<file path="src/rtl/fnd_pkg.sv">
package fnd_pkg;

    typedef enum logic [1:0] {
        ST_LOAD    = 2'd0,
        ST_SWALLOW = 2'd1,
        ST_MAIN    = 2'd2
    } fnd_state_e;

    localparam int FND_M_W = 9;
    localparam int FND_A_W = 4;
    localparam int FND_K_W = 18;

endpackage

</file>
<file path="src/rtl/fnd_accum.sv">
module fnd_accum #(
    parameter int K_W = 18
) (
    input  logic           clk,
    input  logic           rst_n,
    input  logic           step,
    input  logic [K_W-1:0] k_word,
    input  logic           rand_en,
    output logic           carry_nxt
);
    localparam int ACC_W = K_W + 1;

    logic [ACC_W-1:0] acc_q;
    logic [ACC_W:0]   sum_w;

    // The randomize bit sits one place below the K word.
    assign sum_w     = {1'b0, acc_q} + {1'b0, k_word, rand_en};
    assign carry_nxt = sum_w[ACC_W];

    always_ff @(posedge clk) begin
        if (!rst_n) begin
            acc_q <= '0;
        end else if (step) begin
            acc_q <= sum_w[ACC_W-1:0];
        end
    end

    // the accumulator only moves on an addition step
    assert_acc_hold_R3: assert property (@(posedge clk) disable iff (!rst_n)
        !step |=> $stable(acc_q));

endmodule

</file>
<file path="src/rtl/fnd_mcount.sv">
module fnd_mcount #(
    parameter int M_W = 9
) (
    input  logic           clk,
    input  logic           rst_n,
    input  logic           load,
    input  logic [M_W-1:0] m_in,
    output logic [M_W-1:0] cnt_o,
    output logic           tc_o
);
    logic [M_W-1:0] cnt_q;
    logic [M_W-1:0] m_lat_q;
    logic [M_W-1:0] m_safe;

    // A zero M would give a one-cycle period; it is raised to the minimum.
    assign m_safe = (m_in == '0) ? M_W'(1) : m_in;

    always_ff @(posedge clk) begin
        if (!rst_n) begin
            cnt_q   <= '0;
            m_lat_q <= M_W'(1);
        end else if (load) begin
            cnt_q   <= '0;
            m_lat_q <= m_safe;
        end else begin
            cnt_q <= cnt_q + M_W'(1);
        end
    end

    assign cnt_o = cnt_q;
    assign tc_o  = (cnt_q == m_lat_q);

    assert_cnt_range_R1: assert property (@(posedge clk) disable iff (!rst_n)
        cnt_q <= m_lat_q);

    assert_m_nonzero_R5: assert property (@(posedge clk) disable iff (!rst_n)
        m_lat_q != '0);

    assert_hold_m_R8: assert property (@(posedge clk) disable iff (!rst_n)
        !load |=> $stable(m_lat_q));

endmodule

</file>
<file path="src/rtl/fnd_swallow.sv">
module fnd_swallow #(
    parameter int M_W = 9,
    parameter int A_W = 4
) (
    input  logic           clk,
    input  logic           rst_n,
    input  logic           load,
    input  logic [A_W:0]   a_next,
    input  logic [M_W-1:0] cnt,
    output logic           last_o
);
    localparam int AE_W = A_W + 1;
    localparam int CW   = (M_W + 1 > AE_W) ? M_W + 1 : AE_W;

    logic [AE_W-1:0] a_eff_q;
    logic [CW-1:0]   pos_w;
    logic [CW-1:0]   lim_w;

    always_ff @(posedge clk) begin
        if (!rst_n) begin
            a_eff_q <= '0;
        end else if (load) begin
            a_eff_q <= a_next;
        end
    end

    assign pos_w  = CW'(cnt) + CW'(1);
    assign lim_w  = CW'(a_eff_q);
    assign last_o = (pos_w == lim_w);

    // A' never exceeds the largest A plus one carry
    assert_swallow_cap_R6: assert property (@(posedge clk) disable iff (!rst_n)
        a_eff_q <= AE_W'(1 << A_W));

endmodule

</file>
<file path="src/rtl/fnd_ctrl.sv">
module fnd_ctrl
    import fnd_pkg::*;
#(
    parameter int M_W = FND_M_W,
    parameter int A_W = FND_A_W,
    parameter int K_W = FND_K_W
) (
    input  logic           clk,
    input  logic           rst_n,
    input  logic [M_W-1:0] m_word,
    input  logic [A_W-1:0] a_word,
    input  logic [K_W-1:0] k_word,
    input  logic           bypass_en,
    input  logic           rand_en,
    output logic           mod_ctrl,
    output logic           fb_pulse
);
    localparam int AE_W = A_W + 1;

    fnd_state_e      state_q, state_d;
    logic [M_W-1:0]  cnt;
    logic            tc;
    logic            last_sw;
    logic            carry_nxt;
    logic            boundary;
    logic            step;
    logic [AE_W-1:0] a_next;
    logic            bypass_q;

    assign boundary = (state_q == ST_LOAD) || tc;
    assign step     = tc && (state_q != ST_LOAD) && !bypass_en;
    assign a_next   = bypass_en ? '0
                    : AE_W'(a_word) + AE_W'(step & carry_nxt);

    fnd_accum #(.K_W(K_W)) u_accum (
        .clk       (clk),
        .rst_n     (rst_n),
        .step      (step),
        .k_word    (k_word),
        .rand_en   (rand_en),
        .carry_nxt (carry_nxt)
    );

    fnd_mcount #(.M_W(M_W)) u_mcount (
        .clk   (clk),
        .rst_n (rst_n),
        .load  (boundary),
        .m_in  (m_word),
        .cnt_o (cnt),
        .tc_o  (tc)
    );

    fnd_swallow #(.M_W(M_W), .A_W(A_W)) u_swallow (
        .clk    (clk),
        .rst_n  (rst_n),
        .load   (boundary),
        .a_next (a_next),
        .cnt    (cnt),
        .last_o (last_sw)
    );

    // State register
    always_ff @(posedge clk) begin
        if (!rst_n) begin
            state_q  <= ST_LOAD;
            bypass_q <= 1'b0;
        end else begin
            state_q <= state_d;
            if (boundary) begin
                bypass_q <= bypass_en;
            end
        end
    end

    // Next-state logic
    always_comb begin
        state_d = state_q;
        unique case (state_q)
            ST_LOAD: begin
                state_d = (a_next != '0) ? ST_SWALLOW : ST_MAIN;
            end
            ST_SWALLOW: begin
                if (tc) begin
                    state_d = (a_next != '0) ? ST_SWALLOW : ST_MAIN;
                end else if (last_sw) begin
                    state_d = ST_MAIN;
                end
            end
            ST_MAIN: begin
                if (tc) begin
                    state_d = (a_next != '0) ? ST_SWALLOW : ST_MAIN;
                end
            end
            default: state_d = ST_LOAD;
        endcase
    end

    // Outputs
    always_comb begin
        mod_ctrl = 1'b0;
        fb_pulse = 1'b0;
        unique case (state_q)
            ST_LOAD:    begin mod_ctrl = 1'b0; fb_pulse = 1'b0; end
            ST_SWALLOW: begin mod_ctrl = 1'b1; fb_pulse = tc;   end
            ST_MAIN:    begin mod_ctrl = 1'b0; fb_pulse = tc;   end
            default:    begin mod_ctrl = 1'b0; fb_pulse = 1'b0; end
        endcase
    end

    assert_fb_single_R1: assert property (@(posedge clk) disable iff (!rst_n)
        fb_pulse |=> !fb_pulse);

    assert_mod_contig_R2: assert property (@(posedge clk) disable iff (!rst_n)
        (!mod_ctrl && !fb_pulse && state_q != ST_LOAD) |=> !mod_ctrl);

    assert_bypass_nomod_R7: assert property (@(posedge clk) disable iff (!rst_n)
        (bypass_q && state_q != ST_LOAD) |-> !mod_ctrl);

    assert_load_quiet_R9: assert property (@(posedge clk) disable iff (!rst_n)
        (state_q == ST_LOAD) |-> (!fb_pulse && !mod_ctrl));

endmodule

</file>
<file path="config.mk">
export PLATFORM = sky130hd
export DESIGN_NAME = fnd_ctrl
export DESIGN_NICKNAME = d
export VERILOG_FILES = /design/src/rtl/fnd_pkg.sv /design/src/rtl/fnd_accum.sv /design/src/rtl/fnd_mcount.sv /design/src/rtl/fnd_swallow.sv /design/src/rtl/fnd_ctrl.sv
export SDC_FILE = /design/constraint.sdc
export NUM_CORES = 1
export LEC_CHECK = 0
export ABC_AREA = 1
export BUFFER_PORTS_ARGS = -buffer_cell sky130_fd_sc_hd__buf_2
export CORE_ASPECT_RATIO = 0.8
export CORE_MARGIN = 4
export CORE_UTILIZATION = 50
export DETAILED_ROUTE_END_ITERATION = 10
export PLACE_DENSITY = 0.72
export SYNTH_ARGS = -nofsm -noshare
export SYNTH_HDL_FRONTEND = slang
export SYNTH_HIERARCHICAL = 1
export SYNTH_SLANG_ARGS = --single-unit
</file>
<file path="constraint.sdc">
create_clock -name clk -period 2.4 [get_ports clk]
set_input_delay 0.12 -clock clk [delete_from_list [all_inputs] [get_ports clk]]
set_output_delay 0.12 -clock clk [all_outputs]
set_load 0.01 [all_outputs]
</file>
==> qor.csv, run 1 <==
metric,value,unit
status,finished with violations,
violated checks,negative setup slack,
Clock Power Share,0.222,
slew margin rel.,0.566,
Post-CTS Hold Fix Bufs,0,
Tcrit/Tclk final,1.07,
final WL,8.65,mm
R2R cell count,19,
Fmax,390,MHz
layout net count,712,
DR iter-0 viols,154,
top cell type's share of synthesized area,0.254,
"commonest non-fill, non-tap cells in the layout","131 x nand2_1, 88 x inv_1, 85 x nor2_1",
final setup fails,3,
Synth Flop Type,dfxtp_1,
first drt pass iteration count,5,
CP arrival,2.81,ns
port buffer count,36,
wire length per cell,11.8,um
final hold vios,0,
max-cap violation count,0,
Core ar.,6570,sq um
Async SR Flop Fraction,0,
Post-Synthesis Cells,561,
placed cell area,4220,sq um
worst setup path end,state_q[1],
cts bufs inserted,5,
Worst Hold Class,in -> reg,
layout cells sized above 1,0.285,
Post-Layout Inst Area,4530,sq um
critical path depth,19,
H-tree Lvls,2,
Setup crit start kind,flip-flop,
remaining global-route overflow,0,
Worst-Margin Slew,0.650,ns
Final Skew,0.0101,ns
"flops & latches, synth",44,
total track usage,0.208,
via/cell ratio,4.98,
Syn Std Cell Area,3470,sq um
Detailed Place HPWL,6.44,mm
io pins,37,
Fin Setup TNS,-0.235,ns
Final Power,2750,uW
buffers plus inverters on the worst setup path,0,
ANT cells,0,
Tmin final,2.56,ns
Clock transition at path regs,0.10,ns
CP dominant cell by count,nand2_2,
DRC,0,
Internal,1660,uW
crit end category,flip-flop,
Critical R2R Launch,u_accum/acc_q[4],
"commonest non-fill, non-tap cell in the layout",nand2_1,
GPL Wtd Cong,0.917,
CTS Sinks,44,
later-pin clock latency in the skew report,0.31,ns
Cell Rows,26,
Die X,101,um
initial antenna violation count,0,
Die Footprint,8350,sq um
Worst R2R End,state_q[1],
Final WS setup,-0.163,ns
fin util,0.689,
area grow syn2layout,30.4,%
CTS Root Cell,clkbuf_8,
Peak VDD IR,0.604,mV
Unique masters post-synth,35,
vias in the first global route,3266,
Initial Util,0.529,
post-synthesis sequential area ratio,0.254,
worst-path fanout max,2,
pwr dens,607,nW/um^2
DRT antenna net count,0,
CTS tree,yes,
Switching Share,0.396,
die height,82.5,um
Reg power frac,0.347,
origin of the worst setup path,u_accum/acc_q[4],
maximum root-to-sink buffer count,2,
first-pass GRT wire length,14.1,mm
Ys Warns,6,
Setup CP Type,reg -> reg,
Logic pwr share,0.432,
Net Switching,1090,uW
required time of the critical path,2.64,ns
Syn Nets,624,
crit-path max cell delay,0.34,ns
Crit path max-delay family,simple AND/OR/NAND/NOR gates,
leading area contributor after synthesis,dfxtp_1,
largest net degree at the start of global routing,30,
RSZ-0062 raised after global routing,true,
"critical path, cell by cell","ha_4, a21oi_4, nor2_2, nor2_2, nand2_2, nand2_2, nand2_2, nand2_2, o311ai_4, and2_4, ha_4, ha_4, o21ai_2, nand2_1, nor2_2, nand2_1, nand2_1, nand3_2, a21oi_2",
Synth area leaders,"dfxtp_1 25%, nand2_1 16%, ha_1 9.7%",
Final Max Slew Viols,0,
routed vias,3655,
number of flops mapped to enable cells by yosys,0,
slowest cell on the critical path,dfxtp_2,
Reg2Reg Setup Slack,-0.16,ns
P_leak,0.00234,uW
syn avg cell area,6.19,sq um
worst register-to-register path: stages (launching register included):
cell      delay (ns)
dfxtp_2         0.34
ha_4            0.23
a21oi_4         0.14
nor2_2          0.06
nor2_2          0.12
nand2_2         0.09
nand2_2         0.09
nand2_2         0.08
nand2_2         0.09
o311ai_4        0.09
and2_4          0.17
ha_4            0.16
ha_4            0.21
o21ai_2         0.10
nand2_1         0.07
nor2_2          0.10
nand2_1         0.08
nand2_1         0.09
nand3_2         0.08
a21oi_2         0.12
cells by family (layout without fill, tap and decap cells):
kind of cell / after synthesis / after routing / share of synthesized area
XOR/XNOR: 12 / 12 / 0.0303
AO/OA/AOI/OAI: 63 / 63 / 0.102
flip-flops: 44 / 44 / 0.254
adder cells (fa/ha/maj): 28 / 28 / 0.103
AND/OR/NAND/NOR: 315 / 315 / 0.396
buffers and inverters: 99 / 188 / 0.116
routing by layer:
layer | vias to the layer above | global-route usage | part of all wire
met5 | - | 0 | 0
met4 | 0 | 0.0478 | 0.0077
met3 | 9 | 0.0294 | 0.069
met2 | 107 | 0.334 | 0.42
met1 | 1608 | 0.296 | 0.50
li1 | 1931 | - | -
power groups by stage:
| stage | clock network [uW] | logic [uW] | registers (uW) |
|---|---|---|---|
| 2_1_floorplan | 0 | 850 | 961 |
| 3_3_place_gp | 0 | 1110 | 964 |
| 3_5_place_dp | 0 | 1140 | 968 |
| 4_1_cts | 630 | 1160 | 954 |
| 5_1_grt | 663 | 1350 | 975 |
| 6_report | 610 | 1190 | 954 |
repair_timing:
action | in CTS | in global routing
setup buffers | 2 | 5
pin swaps | 11 | 23
resized for setup | 12 | 31
cloned | 0 | 0
setup endpoints to repair | 5 | 14
area by class of cell:
type                    count  area [sq um]
clock buffers               5          68.8
fillers                   583          2040
multi-input cells         418          2500
well taps                  84           105
inverters                  94           353
repair buffers             86           567
clock inverters             3          46.3
flip-flops and latches     44           892
flip-flops by register name, summed over array words and instances, names as in the netlist:
register	count
state_q	2
u_mcount/m_lat_q	9
u_accum/acc_q	19
u_mcount/cnt_o	9
u_swallow/a_eff_q	5
stage by stage:
step	hold WS, ns	cells	setup slack (ns)
final	0.0311	734	-0.163
after global routing	0.0367	734	-0.396
after CTS	0.0294	730	-0.211
after detailed placement	0.353	720	-0.194
after global placement	0.347	720	-0.122
after floorplan	0.237	561	0.00221
cells in the mapped netlist, types with 2 or more instances:
master and count:
nor2_2 7, and2_1 4, o21ai_2 3, ha_1 27, nand3b_1 2, dfxtp_1 44
nand3_2 5, nand2_2 7, nor3_1 3, inv_2 4, a22o_1 2, o22ai_1 2
a21oi_1 26, a21oi_2 2, nand3_1 43, o21ai_0 25, xor2_1 6, nor2_4 4
nor2_1 89, inv_1 90, nand2_1 146, buf_6 2, xnor2_1 6
worst min path at each step:
stage                    from  slack (ns)  depth (start not counted)                   to
finish              m_word[3]        0.03                          3  u_mcount/m_lat_q[3]
global route        m_word[5]        0.04                          3  u_mcount/m_lat_q[5]
global placement    m_word[2]        0.35                          3  u_mcount/m_lat_q[2]
detailed placement  m_word[3]        0.35                          3  u_mcount/m_lat_q[3]
floorplan           m_word[2]        0.24                          2  u_mcount/m_lat_q[2]
CTS                 m_word[3]        0.03                          3  u_mcount/m_lat_q[3]
Power figures use the tool's default switching activity.
==> inputs of run 2 (changes only) <==
Clock period 2.4 ns to 2.07 ns, I/O delays scaled along.
==> run 2 against run 1 <==
Effect of this change: the run still ends with negative setup slack left; sequential power up 15%; clock power grew 17%; combinational power increased by 40%; register-to-register slack worse by 0.39 ns; sequential share of layout area down 1.6 points; first-iteration DRC count up 38%; largest power group unchanged.
==> qor.csv, run 2 (synthesis gave the netlist of run 1 again) <==
metric,value,unit,change
Internal,2110,uW,was 1660 uW
DRC,0,,unchanged
hold endpoint,u_mcount/m_lat_q[2],,was u_mcount/m_lat_q[3]
violated checks,negative setup slack,,unchanged
Die Footprint,8350,sq um,unchanged
R2R cell count,21,,was 19
initial antenna violation count,0,,unchanged
layout net count,750,,was 712
total track usage,0.234,,was 0.208
Die X,101,um,unchanged
Clock Power Share,0.205,,was 0.222
Initial Util,0.529,,unchanged
Tmin final,2.62,ns,was 2.56 ns
later-pin clock latency in the skew report,0.30,ns,was 0.31 ns
CP arrival,2.86,ns,was 2.81 ns
routed vias,3873,,was 3655
Final Power,3480,uW,was 2750 uW
RSZ-0062 raised after global routing,true,,unchanged
status,finished with violations,,unchanged
Worst Hold Class,in -> reg,,unchanged
maximum root-to-sink buffer count,2,,unchanged
placed cell area,4440,sq um,was 4220 sq um
Reg power frac,0.316,,was 0.347
wire length per cell,12.8,um,was 11.8 um
pwr dens,698,nW/um^2,was 607 nW/um^2
Critical R2R Launch,u_accum/acc_q[2],,was u_accum/acc_q[4]
H-tree Lvls,2,,unchanged
Final Skew,0.0102,ns,was 0.0101 ns
max-cap violation count,0,,unchanged
die height,82.5,um,unchanged
Detailed Place HPWL,6.88,mm,was 6.44 mm
CTS tree,yes,,unchanged
remaining global-route overflow,0,,unchanged
DP Worst Slack,-0.471,ns,was -0.194 ns
Reg2Reg Setup Slack,-0.55,ns,was -0.16 ns
P_leak,0.00254,uW,was 0.00234 uW
"commonest non-fill, non-tap cells in the layout","129 x nand2_1, 82 x inv_1, 82 x buf_4",,"was 131 x nand2_1, 88 x inv_1, 85 x nor2_1"
HP Start,m_word[2],,was m_word[3]
slew margin rel.,0.565,,was 0.566
max reg flops,19,,unchanged
Worst R2R End,state_q[1],,unchanged
area grow syn2layout,43.4,%,was 30.4%
layout cells sized above 1,0.368,,was 0.285
first-pass GRT wire length,15.8,mm,was 14.1 mm
Post-Layout Inst Area,4980,sq um,was 4530 sq um
Core ar.,6570,sq um,unchanged
Cell Rows,26,,unchanged
crit end category,flip-flop,,unchanged
ANT cells,0,,unchanged
required time of the critical path,2.31,ns,was 2.64 ns
Setup crit start kind,flip-flop,,unchanged
largest net degree at the start of global routing,30,,unchanged
hold slack,0.0195,ns,was 0.0311 ns
final hold vios,0,,unchanged
largest reg by FF count,u_accum/acc_q,,unchanged
Peak VDD IR,0.719,mV,was 0.604 mV
CTS Root Cell,clkbuf_8,,unchanged
Final Max Slew Viols,0,,unchanged
Logic pwr share,0.479,,was 0.432
Final WS setup,-0.552,ns,was -0.163 ns
Fin Setup TNS,-2.40,ns,was -0.235 ns
final setup fails,6,,was 3
io pins,37,,unchanged
final WL,9.89,mm,was 8.65 mm
DR iter-0 viols,212,,was 154
worst-path fanout max,4,,was 2
Worst-Margin Slew,0.652,ns,was 0.650 ns
Fmax,381,MHz,was 390 MHz
port buffer count,36,,unchanged
fillers,473,,was 583
Clock transition at path regs,0.10,ns,about the same
via/cell ratio,5.02,,was 4.98
Tcrit/Tclk final,1.27,,was 1.07
"commonest non-fill, non-tap cell in the layout",nand2_1,,unchanged
cell depth of the worst min-delay path,3,,unchanged
Setup CP Type,reg -> reg,,unchanged
DRT antenna net count,0,,unchanged
Switching Share,0.394,,was 0.396
vias in the first global route,3658,,was 3266
cts bufs inserted,5,,unchanged
GPL Wtd Cong,0.890,,was 0.917
Net Switching,1370,uW,was 1090 uW
CTS Sinks,44,,unchanged
first drt pass iteration count,5,,unchanged
==> run 2: power by group through the flow <==
stage / Combinational (uW) / Sequential [uW] / Clock, uW
finish: 1670 / 1100 / 713
global route: 1870 / 1120 / 758
CTS: 1550 / 1100 / 729
detailed placement: 1490 / 1110 / 0
global placement: 1440 / 1110 / 0
floorplan: 1000 / 1120 / 0
==> run 2: how the worst max path moves through the flow <==
stage | from | to | slack (ns) | depth (start not counted)
floorplan | u_accum/acc_q[5] | state_q[1] | -0.22 | 19
global placement | u_accum/acc_q[14] | state_q[1] | -0.36 | 17
detailed placement | u_accum/acc_q[14] | state_q[1] | -0.47 | 17
CTS | u_accum/acc_q[4] | state_q[1] | -0.41 | 21
global route | u_accum/acc_q[10] | state_q[1] | -0.70 | 21
finish | u_accum/acc_q[2] | state_q[1] | -0.55 | 21
==> run 2: cell type report <==
class,count,area [sq um],area share
multi-input combinational,418,2640,0.530
sequential,44,903,0.181
timing repair buffer,124,863,0.173
inverter,94,357,0.0716
tap,84,105,0.0211
clock buffer,5,68.8,0.0138
clock inverter,3,46.3,0.00929
==> run 2: what timing repair did <==
action | in CTS | in global routing
resized for setup | 42 | 39
buffers inserted | 12 | 15
pin swaps | 21 | 21
cloned | 0 | 1
hold buffers | 0 | 0
endpoints found under the setup margin | 15 | 22
==> run 2: layer usage <==
metal  global-route usage  part of all wire  vias up  routed length [um]
met4               0.0730             0.021        0                 204
met3               0.0395             0.052       19                 512
li1                     -                 -     2003                   -
met5                    0                 0        -                   0
met2                0.395              0.46       95                4590
met1                0.305              0.46     1756                4590
==> run 2: worst max-delay path: stages (launching register included) <==
cell      delay (ns)
dfxtp_2         0.35
ha_4            0.26
nand2_2         0.08
nand3_2         0.10
nand2_2         0.12
nand2_2         0.09
nand2_2         0.08
nand2_2         0.07
nand2_2         0.06
o311ai_2        0.09
and2_4          0.18
ha_4            0.16
ha_4            0.17
nand2_4         0.07
inv_2           0.04
nand2_2         0.07
nand2_2         0.05
nor2_2          0.12
nand2_1         0.08
nand2_1         0.08
nand3_2         0.07
a21oi_2         0.14
==> run 2: metrics by stage <==
step,utilization,instances
3_3_place_gp,0.675,740
4_1_cts,0.726,757
6_report,0.758,772
3_5_place_dp,0.675,740
5_1_grt,0.758,772
2_1_floorplan,-,561
==> inputs of run 3 (changes only) <==
Settings changed: ABC_AREA 1 to default, PLACE_DENSITY 0.72 to 0.73.
==> run 3 against run 2 <==
Effect of this change: the run still ends with negative setup slack left; area after synthesis decreased by 11%; die area decreased by 9.9%; non-clock buffer count decreased by 3; sequential share of layout area increased by 1.8 points; clock power decreased by 3.8%; worst hold slack improved by 0.046 ns; clock skew decreased by 0.0051 ns; combinational power decreased by 19%; design area decreased by 9.9%; wire length decreased by 13%; synthesized cell count decreased by 36%; highest routed layer unchanged.
==> qor.csv, run 3 <==
metric,value,unit,change
adder-cell share of the synthesized area,0.116,,was 0.103
Worst Hold Class,in -> reg,,unchanged
Die X,96.0,um,was 101 um
fin cells,555,,was 772
Core ar.,5940,sq um,was 6570 sq um
Worst-Margin Slew,0.431,ns,was 0.652 ns
Fmax,384,MHz,was 381 MHz
Peak VDD IR,0.699,mV,was 0.719 mV
xor-xnor portion of the synthesized cell area,0.0934,,was 0.0303
initial antenna violation count,0,,unchanged
Detailed Place HPWL,6.02,mm,was 6.88 mm
worst-path fanout max,5,,was 4
H-tree Lvls,2,,unchanged
slew margin rel.,0.711,,was 0.565
P_leak,0.00192,uW,was 0.00254 uW
Setup crit start kind,flip-flop,,unchanged
Cell Rows,25,,was 26
Synth area leaders,"dfxtp_1 28%, ha_1 11%, mux2i_1 6.5%",,"was dfxtp_1 25%, nand2_1 16%, ha_1 9.7%"
"commonest non-fill, non-tap cells in the layout","74 x buf_4, 36 x buf_2, 32 x dfxtp_1",,"was 129 x nand2_1, 82 x inv_1, 82 x buf_4"
Simple-Gate Fraction of Synth Area,0.225,,was 0.396
Syn Std Cell Area,3100,sq um,was 3470 sq um
Post-Layout Inst Area,4490,sq um,was 4980 sq um
fillers,419,,was 473
layout cells sized above 1,0.422,,was 0.368
die height,78.4,um,was 82.5 um
DRT antenna net count,0,,unchanged
Final WS setup,-0.538,ns,was -0.552 ns
Syn Nets,422,,was 624
Setup CP Type,reg -> reg,,unchanged
layout net count,536,,was 750
required time of the critical path,2.26,ns,was 2.31 ns
Ys Warns,6,,unchanged
total track usage,0.231,,was 0.234
Synth Flop Type,dfxtp_1,,unchanged
io pins,37,,unchanged
Post-CTS Hold Fix Bufs,0,,unchanged
post-synthesis mux area share,0.0647,,was 0
crit end category,flip-flop,,unchanged
Post-Synthesis Cells,359,,was 561
via/cell ratio,5.58,,was 5.02
routed vias,3095,,was 3873
status,finished with violations,,unchanged
syn avg cell area,8.62,sq um,was 6.19 sq um
first-pass GRT wire length,13.9,mm,was 15.8 mm
placed cell area,3950,sq um,was 4440 sq um
CTS Root Cell,clkbuf_8,,unchanged
cts bufs inserted,5,,unchanged
met3 Track Usage GR,0.0345,,was 0.0395
max-cap violation count,0,,unchanged
largest family of logic cells by synthesized area,simple AND/OR/NAND/NOR gates,,unchanged
hold slack,0.0659,ns,was 0.0195 ns
CP arrival,2.80,ns,was 2.86 ns
later-pin clock latency in the skew report,0.30,ns,about the same
largest net degree at the start of global routing,25,,was 30
post-synthesis sequential area ratio,0.285,,was 0.254
M1 GR Usage,0.319,,was 0.305
GPL Wtd Cong,0.846,,was 0.890
vias in the first global route,3014,,was 3658
RSZ-0062 raised after global routing,true,,unchanged
area grow syn2layout,45.1,%,was 43.4%
Clock transition at path regs,0.09,ns,was 0.10 ns
Initial Util,0.521,,was 0.529
Tcrit/Tclk final,1.26,,was 1.27
"commonest non-fill, non-tap cell in the layout",buf_4,,was nand2_1
Synth top cells by count,"44 x dfxtp_1, 30 x nand2_1, 27 x ha_1, 27 x nor2b_1, 22 x a21oi_1",,"was 146 x nand2_1, 90 x inv_1, 89 x nor2_1, 44 x dfxtp_1, 43 x nand3_1"
CTS tree,yes,,unchanged
DRC,0,,unchanged
wire length per cell,15.4,um,was 12.8 um
most numerous cell in the Yosys netlist,dfxtp_1,,was nand2_1
Die Footprint,7520,sq um,was 8350 sq um
remaining global-route overflow,0,,unchanged
ANT cells,0,,unchanged
final setup fails,15,,was 6
pwr dens,687,nW/um^2,was 698 nW/um^2
GRT busiest layer,met2,,unchanged
first drt pass iteration count,5,,unchanged
port buffer count,36,,unchanged
DR iter-0 viols,119,,was 212
leading area contributor after synthesis,dfxtp_1,,unchanged
number of flops mapped to enable cells by yosys,0,,unchanged
CTS Sinks,44,,unchanged
"flops & latches, synth",44,,unchanged
maximum root-to-sink buffer count,2,,unchanged
Final Skew,0.00508,ns,was 0.0102 ns
Tmin final,2.61,ns,was 2.62 ns
Unique masters post-synth,60,,was 35
max reg flops,19,,unchanged
violated checks,negative setup slack,,unchanged
Placed Instances,530,,was 740
Async SR Flop Fraction,0,,unchanged
compound-cell area share of the yosys netlist,0.188,,was 0.102
top cell type's share of synthesized area,0.285,,was 0.254
fin util,0.756,,was 0.758
final WL,8.57,mm,was 9.89 mm
largest reg by FF count,u_accum/acc_q,,unchanged
Final Max Slew Viols,0,,unchanged
GR Util met2,0.370,,was 0.395
final hold vios,0,,unchanged
-- run 3: metal layers --
layer / up-vias / wire [um] / part of all wire
li1: 1532 / - / -
met1: 1478 / 4060 / 0.47
met2: 75 / 4020 / 0.47
met3: 10 / 394 / 0.046
met4: 0 / 93 / 0.011
met5: - / 0 / 0
-- run 3: through the flow --
step	setup TNS, ns	power (uW)	worst slack (ns)
4_1_cts	-3.87	3010	-0.511
6_report	-4.52	3080	-0.538
3_5_place_dp	-4.65	2290	-0.596
3_3_place_gp	-3.88	2260	-0.533
2_1_floorplan	-2.08	1870	-0.429
5_1_grt	-6.37	3270	-0.690
-- run 3: path summary, 6_finish.rpt --
check / startpoint / to / slack, ns / cells past startpoint
worst min-delay path: m_word[4] / u_mcount/m_lat_q[4] / 0.07 / 3
worst min register to register: u_accum/acc_q[14] / u_accum/acc_q[14] / 0.47 / 2
worst max register to register: u_accum/acc_q[4] / state_q[0] / -0.54 / 14
worst max-delay path: u_accum/acc_q[4] / state_q[0] / -0.54 / 14
-- run 3: layout make-up --
type	count	area (sq um)	share of cell area
Timing Repair Buffer	121	886	0.197
Inverter	6	26.3	0.00585
Tap cell	81	101	0.0226
Clock inverter	3	42.5	0.00947
Sequential cell	44	896	0.199
Clock buffer	5	68.8	0.0153
Multi-Input combinational cell	295	2470	0.550
-- run 3: logic make-up after synthesis --
group                    Yosys count
XOR/XNOR                          33
adder cells (fa/ha/maj)           28
AO/OA/AOI/OAI                     85
flip-flops                        44
multiplexers                      20
AND/OR/NAND/NOR                  129
buffers and inverters             20
-- run 3: what timing repair did --
item / 4_1_cts / 5_1_grt
resized for setup: 32 / 35
endpoints found under the setup margin: 19 / 20
pin swaps: 18 / 23
buffers inserted: 9 / 12
-- run 3: power by group --
group          switching, uW  internal [uW]  total [uW]  leakage [uW]
Sequential              81.1            954        1040      0.000363
Combinational            647            716        1360       0.00151
Clock                    329            358         686     0.0000541
-- run 3: worst max-delay path, stage by stage (launching register included) --
cell	delay [ns]
dfxtp_2	0.34
ha_4	0.28
a21o_1	0.16
a31o_4	0.12
o211ai_2	0.11
o211ai_1	0.25
nand4_1	0.15
a21oi_2	0.16
and2_4	0.16
ha_4	0.14
ha_4	0.20
nor3_2	0.16
nor2_1	0.07
a21oi_2	0.12
o22ai_1	0.08
